$ cat src/rtl/sw_systolic_array.sv
module sw_systolic_array #(
  parameter int NPE = 16,
  parameter int SW  = 16
) (
  input  logic                      clk,
  input  logic                      rst_n,
  input  logic                      qry_we,
  input  logic [((NPE>1)?$clog2(NPE):1)-1:0] qry_idx,
  input  logic [1:0]                qry_chr,
  input  logic [$clog2(NPE+1)-1:0]  qry_len,
  input  logic                      start,
  input  logic                      db_valid,
  input  logic                      db_last,
  input  logic [1:0]                db_chr,
  output logic [SW-1:0]             best,
  output logic                      done
);
  localparam int IW = (NPE > 1) ? $clog2(NPE) : 1;
  localparam int LW = $clog2(NPE + 1);
  localparam logic [SW-1:0] SMAX = {SW{1'b1}};

  function automatic logic [SW-1:0] dec1(input logic [SW-1:0] x);
    return (x == '0) ? '0 : x - 1'b1;
  endfunction

  function automatic logic [SW-1:0] inc2(input logic [SW-1:0] x);
    return (x > SMAX - 2) ? SMAX : x + 2;
  endfunction

  function automatic logic [SW-1:0] max2(input logic [SW-1:0] a, input logic [SW-1:0] b);
    return (a > b) ? a : b;
  endfunction

  logic [NPE-1:0][1:0]    qc;
  logic [LW-1:0]          len;
  logic [NPE-1:0][1:0]    dc;
  logic [NPE-1:0]         dv, dl;
  logic [NPE-1:0][SW-1:0] h, hd, mx, hn;
  logic [NPE-1:0][1:0]    ic;
  logic [NPE-1:0]         iv, il;
  logic [NPE-1:0][SW-1:0] up, dg, mi;

  always_ff @(posedge clk or negedge rst_n) begin
    if (!rst_n) begin
      qc  <= '0;
      len <= '0;
    end else begin
      if (qry_we) qc[qry_idx] <= qry_chr;
      if (start) len <= qry_len;
    end
  end

  generate
    for (genvar g = 0; g < NPE; g++) begin : g_pe
      if (g == 0) begin : g_head
        assign ic[g] = db_chr;
        assign iv[g] = db_valid;
        assign il[g] = db_last;
        assign up[g] = '0;
        assign dg[g] = '0;
        assign mi[g] = '0;
      end else begin : g_link
        assign ic[g] = dc[g-1];
        assign iv[g] = dv[g-1];
        assign il[g] = dl[g-1];
        assign up[g] = h[g-1];
        assign dg[g] = hd[g-1];
        assign mi[g] = mx[g-1];
      end

      logic          act;
      logic [SW-1:0] sd;
      assign act   = (g < int'(len));
      assign sd    = (qc[g] == ic[g]) ? inc2(dg[g]) : dec1(dg[g]);
      assign hn[g] = act ? max2(sd, max2(dec1(up[g]), dec1(h[g]))) : '0;

      always_ff @(posedge clk or negedge rst_n) begin
        if (!rst_n) begin
          h[g]  <= '0;
          hd[g] <= '0;
          mx[g] <= '0;
          dc[g] <= '0;
          dv[g] <= 1'b0;
          dl[g] <= 1'b0;
        end else if (start) begin
          h[g]  <= '0;
          hd[g] <= '0;
          mx[g] <= '0;
          dc[g] <= '0;
          dv[g] <= 1'b0;
          dl[g] <= 1'b0;
        end else begin
          dc[g] <= ic[g];
          dv[g] <= iv[g];
          dl[g] <= il[g];
          if (iv[g]) begin
            hd[g] <= h[g];
            h[g]  <= hn[g];
          end
          mx[g] <= max2(mx[g], max2(mi[g], iv[g] ? hn[g] : '0));
        end
      end

      AST_PAD_IDLE: assert property (@(posedge clk) disable iff (!rst_n)
        (g >= int'(len)) |-> (h[g] == '0));
    end
  endgenerate

  always_ff @(posedge clk or negedge rst_n) begin
    if (!rst_n)                       done <= 1'b0;
    else if (start)                   done <= 1'b0;
    else if (dv[NPE-1] && dl[NPE-1])  done <= 1'b1;
  end

  assign best = mx[NPE-1];

  AST_START_CLEAR: assert property (@(posedge clk) disable iff (!rst_n)
    start |=> (best == '0 && !done));
  AST_DONE_HOLD: assert property (@(posedge clk) disable iff (!rst_n)
    (done && !start) |=> done);
  AST_DONE_CAUSE: assert property (@(posedge clk) disable iff (!rst_n)
    $rose(done) |-> $past(dv[NPE-1] && dl[NPE-1]));
  AST_BUBBLE_HOLD: assert property (@(posedge clk) disable iff (!rst_n)
    (!start && !db_valid) |=> $stable(h[0]));
  AST_SCORE_BOUND: assert property (@(posedge clk) disable iff (!rst_n)
    ((SW+LW+1)'(best) <= (SW+LW+1)'(len) * 2));
endmodule

$ cat config.mk
export PLATFORM = sky130hd
export DESIGN_NAME = sw_systolic_array
export DESIGN_NICKNAME = d
export VERILOG_FILES = /design/src/rtl/sw_systolic_array.sv
export SDC_FILE = /design/constraint.sdc
export NUM_CORES = 2
export LEC_CHECK = 0
export ABC_AREA = 0
export BUFFER_PORTS_ARGS = -buffer_cell sky130_fd_sc_hd__buf_2
export CORE_MARGIN = 2
export CORE_UTILIZATION = 65
export DETAILED_ROUTE_END_ITERATION = 10
export PLACE_DENSITY = 0.79
export SYNTH_ARGS = -nofsm -noshare
export SYNTH_HDL_FRONTEND = slang
export SYNTH_SLANG_ARGS = --single-unit
$ cat constraint.sdc
create_clock -name clk -period 20.8 [get_ports clk]
set_input_delay 2.08 -clock clk [delete_from_list [all_inputs] [get_ports clk]]
set_output_delay 2.08 -clock clk [all_outputs]
set_load 0.1 [all_outputs]
After elaboration in Yosys (flattened, before gate mapping)
Index checks and enable logic that the tools add are counted.
{"block": "word_totals", "reg_bits": 852, "input_bits": 19, "elab_cells": 625}
{"block": "classes", "add_sub_neg": 46, "n_lt_le_gt_ge": 97, "eq_ne": 32, "n_mux": 288, "n_reduce_logical": 50}
{"operator": "2-to-1 mux 16 bit", "count": 235}
{"operator": "greater-than comparator 16 bit", "count": 61}
{"operator": "logical NOT 16 bit", "count": 31}
{"operator": "subtractor 16 x 1 -> 16 bit, second input constant", "count": 31}
{"operator": "adder 16 x 2 -> 16 bit, second input constant", "count": 15}
{"operator": "greater-than comparator 16 bit, second input constant", "count": 15}
{"operator": "less-than comparator 4 x 5 -> 1 bit, first input constant", "count": 8}
{"operator": "2-to-1 mux 1 bit", "count": 34}
{"operator": "2-to-1 mux 2 bit", "count": 17}
{"operator": "nonzero test 2 bit", "count": 17}
{"operator": "bitwise mux 32 bit", "count": 1}
{"operator": "equality test 2 bit", "count": 16}
{"operator": "greater-than comparator 1 x 16 -> 1 bit, first input constant", "count": 2}
{"operator": "inequality test 2 bit, second input constant", "count": 16}
{"operator": "less-than comparator 3 x 5 -> 1 bit, first input constant", "count": 4}
{"operator": "greater-than comparator 2 x 16 -> 1 bit", "count": 1}
{"operator": "less-than comparator 1 x 5 -> 1 bit, first input constant", "count": 2}
{"operator": "less-than comparator 2 x 5 -> 1 bit, first input constant", "count": 2}
{"operator": "demux 2 bit (select 4 bit)", "count": 1}
{"operator": "less-than comparator 4 x 5 -> 1 bit, second input constant", "count": 1}
{"operator": ">= comparator 4 x 1 -> 1 bit, second input constant", "count": 1}
{"operator": "logical AND 1 bit", "count": 2}

Depth between registers and ports, before layout
{"block": "depth", "word_depth": 13, "ltp_mapped": 54}

Worst setup path before layout
Ideal clock, no wire load.
{"block": "synth_path", "kind": "register to register", "from": "register h[230] in the netlist's numbering", "to": "register mx, in the netlist mi[242]", "arrival_time_ps": 10642, "t_required_ps": 20713, "path_slack_ps": 10072, "stages_incl_launch_ff": 46, "n_path_buf": 5, "synth_period_minus_slack_ps": 10728, "path_cell_list": "dfrtp_1 > or4_1 > or3_1 > or4_1 > nand2b_1 > clkbuf_1 > nand2b_1 > ha_1 > nor2b_1 > o21a_1 > o21a_1 > o21a_1 > o21a_1 > o21ai_0 > buf_1 > clkbuf_1 > mux2i_1 > inv_1 > [10 not listed] > o21a_1 > o21a_1 > o41ai_1 > a21oi_1 > or4_1 > nand2_1 > clkbuf_1 > mux2_2 > ha_1 > nor2b_1 > o21a_1 > o21a_1 > o21a_1 > o211a_1 > o2111ai_1 > nand2_1 > or4b_2 > o211ai_1"}
{"block": "synth_via", "elab_chain_len": 12}
{"item": "from (decl)", "line": "38", "text": "logic [NPE-1:0][SW-1:0] h, hd, mx, hn;"}
{"item": "from (signal, indexed assignment)", "line": "98", "text": "h[g] <= hn[g];"}
{"item": "subtractor 16 x 1 -> 16 bit / logical NOT 16 bit (equally long branches)", "line": "23", "text": "return (x == '0) ? '0 : x - 1'b1;"}
{"item": "2-to-1 mux 16 bit *", "line": "23"}
{"item": "greater-than comparator 16 bit", "line": "31", "text": "return (a > b) ? a : b;"}
{"item": "2-to-1 mux 16 bit *", "line": "31"}
{"item": "greater-than comparator 16 bit", "line": "31"}
{"item": "2-to-1 mux 16 bit *", "line": "31"}
{"item": "2-to-1 mux 16 bit *", "line": "75", "text": "assign hn[g] = act ? max2(sd, max2(dec1(up[g]), dec1(h[g]))) : '0;"}
{"item": "2-to-1 mux 16 bit *", "line": "100", "text": "mx[g] <= max2(mx[g], max2(mi[g], iv[g] ? hn[g] : '0));"}
{"item": "greater-than comparator 16 bit", "line": "31"}
{"item": "2-to-1 mux 16 bit *", "line": "31"}
{"item": "greater-than comparator 16 bit / 2-to-1 mux 16 bit (equally long branches)", "line": "31"}
{"item": "inequality test 2 bit (no source line) / 2-to-1 mux 16 bit (equally long branches)"}
{"item": "to (signal, indexed assignment)", "line": "100"}
{"item": "to (decl)", "line": "38"}
Mark *: on every way between the ends. The rest lies on a longest branch, timed or not. The select of a mux whose other input is x is not followed.
A chain may end at the register's enable or synchronous reset.

Final worst setup path
{"block": "layout_path", "from": "register h[70] in the netlist's numbering", "to": "register mx, in the netlist mi[87]"}
Same word-level chain as after synthesis.

==> flow_summary.yaml <==
timing:
  slew_violations: 0
  rsz0062_at_grt: "no"
  period_needed_ps: 13500
  worst_pin_slew_ps: 1324
  period_share_pct: 64.90
  finalSetupViolCount: 0
  max-slew-margin-rel_pct: 10.80
  hold_viol: 0
  skew_ps: 33.40
  setup-tns-final_ps: 0
  max_freq_mhz: 74.08
clock_network:
  clock_latency_ps: 750
  numCtsBuffers: 98
  post_cts_resized: 0
  cts_root_buf: "clkbuf_16"
  cts_setup_buffers: 0
  cts_sinks: 852
  clkTransAtPathRegs_ps: 60
  cts_tree: "built"
  cts_buffer_depth: 3
  ctsHoldBuffers: 0
  h-tree-depth: 3
yosys:
  synth-edff-count: 0
  yosysUniqueCellTypes: 100
  synthesis.nets: 11700
  synth.most_common_cell: "ha_1"
  async_reset_ff_share_pct: 100.0
  yosys_register_bits: 852
  synth_area_leaders: "dfrtp_1, ha_1, mux2i_1"
  synth_commonest_cells: "ha_1, nor2_1, dfrtp_1, a21oi_1, nand2_1"
  synth_top_area_cell: "dfrtp_1"
  synth_ff_type: "dfrtp_1"
  synth_area_per_cell_um2: 8.136
  syn_area_mm2: 0.08614
  yosysTopAreaCellShare_pct: 24.75
  syn_inst: 10590
  synth.yosys.seq_area_share_pct: 24.75
  synth_warnings: 0
critical_path:
  cp.required_ps: 21460
  worstSetupStartpointType: "register"
  slowest_delay_ps: 1080
  critPathArrivalTime_ps: 14150
  cp_slowest_cell: "a311oi_1"
  worst-path-max-fanout: 25
  critPathKind: "reg -> reg"
  crit_path_end_kind: "register"
status:
  status: "complete, no violations"
floorplan:
  initial_core_util_pct: 65.52
  dieWidth_um: 368.0
  io-pin-count: 36
  die_h_um: 368.0
  rows: 133
  dieArea_mm2: 0.1354
  coreArea_mm2: 0.1315
grt:
  grt_pass1_vias: 80480
  antenna_found_initial: 14
  grt_usage_pct: 43.05
  gr-total-overflow: 0
  grt_max_degree: 126
  grt_pass1_wl_um: 465300
drt:
  dr.pass1.iters: 8
  drc: 0
  routed_wl_um: 301500
  avgViaCountPerCell: 7.044
  vias: 85270
  routedWlPerCell_um: 24.90
  ant_nets: 0
  drtIter0Drc: 10280
placed_design:
  port_buffers: 35
  hpwl_um: 231300
  place_congestion: 1.065
final_layout:
  layout-drive-gt1-share_pct: 6.408
  nets: 11370
  syn_to_final_growth_pct: 5.637
run:
  maxCapViolCount: 0
worst_hold_path:
  hold_class: "reg -> reg"
-- sequential cells by signal, indices dropped and copies added (netlist names) --
signal	cells
h	256
dg	240
mi	240
qc	32
dc	30
best	16
dl	16
dv	16
len	5
done	1
-- cell usage in the layout, fill, tap and decap left out, types with 60 or more instances in the layout --
master	count
o211ai_1	159
o21ai_0	474
a21o_1	251
nand2_1	761
a31oi_1	64
inv_1	569
mux2_2	101
nand3_1	271
a21oi_1	763
and2_1	110
dfrtp_1	852
nand2b_1	250
buf_4	147
xnor2_1	156
clkbuf_16	99
o21a_1	260
nor2b_1	166
a211oi_1	101
a22oi_1	93
or4_1	82
nor4_1	138
or2_2	92
ha_1	1091
mux2i_1	439
or3_1	100
nor2_1	938
nand4_1	257
and3_1	76
a22o_1	60
nor3_1	252
xor2_1	140
o31ai_1	71
a211o_1	69
o221ai_1	67
-- critical path: cells and delay by family (launching register included) --
family / cells / cell delay, ps
and+or+nand+nor: 12 / 4340
adders and majority gates: 4 / 1010
xor gates and xnor gates: 1 / 160
AOI/OAI and AO/OA: 19 / 6440
muxes: 1 / 430
buffers and inverters: 3 / 550
DFF: 1 / 440
-- metrics by stage --
stage / setup WS [ps] / cell area [um2] / std cells / utilization (%) / hold slack (ps)
3_3_place_gp: 8587 / 87440 / 11920 / 66.51 / 461.8
4_1_cts: 7950 / 90990 / 12100 / 69.21 / 482.1
6_report: 7301 / 90990 / 12110 / 69.22 / 477.7
3_5_place_dp: 7975 / 87440 / 11920 / 66.51 / 459.7
5_1_grt: 6761 / 90990 / 12100 / 69.21 / 501.7
2_1_floorplan: 10070 / 86140 / 10590 / - / 438.5
-- area by class of cell --
type,instances,area (um2)
Clock inverter,67,909.6
Fill cell,10730,40470
Timing Repair Buffer,183,1319
Clock buffer,118,2639
Sequential cell,852,21320
Antenna cell,3,7.507
Inverter,570,2141
Multi-Input combinational cell,8557,60460
Tap cell,1755,2196
-- kinds of logic (layout without fill, tap and decap cells) --
| kind of cell | count (synthesis) | count (layout) | share of synthesized area (%) |
|---|---|---|---|
| other | 0 | 3 | 0 |
| AND/OR/NAND/NOR | 3680 | 3680 | 21.70 |
| multiplexers | 540 | 540 | 6.422 |
| buffers and inverters | 1178 | 938 | 5.181 |
| AO/OA/AOI/OAI | 2947 | 2947 | 23.06 |
| adder cells (fa/ha/maj) | 1094 | 1094 | 15.88 |
| flip-flops | 852 | 852 | 24.75 |
| XOR/XNOR | 296 | 296 | 3.010 |
-- metal layers --
metal	part of all wire [%]	wire, um	track usage, %	vias to the layer above
met4	6.4	19230	23.38	18
met3	10	31320	8.736	1070
met5	0.051	154	0	-
met2	44	131500	66.21	4966
met1	40	119200	56.81	40790
li1	-	-	-	38430
-- path summary, 6_finish.rpt --
kind	from	to	cells after the start	slack, ps
hold / removal	dl[11]	dl[12]	1	480
hold reg to reg	dl[11]	dl[12]	1	480
max in group asynchronous	rst_n	dg[242]	5	15620
setup / recovery	h[70]	mi[87]	40	7300
min in group asynchronous	rst_n	dv[5]	1	1290
setup reg to reg	h[70]	mi[87]	40	7300
Power is left out: the tool's default activity adds up to more than one toggle a clock period on the data nets, which glitch-free logic cannot reach.
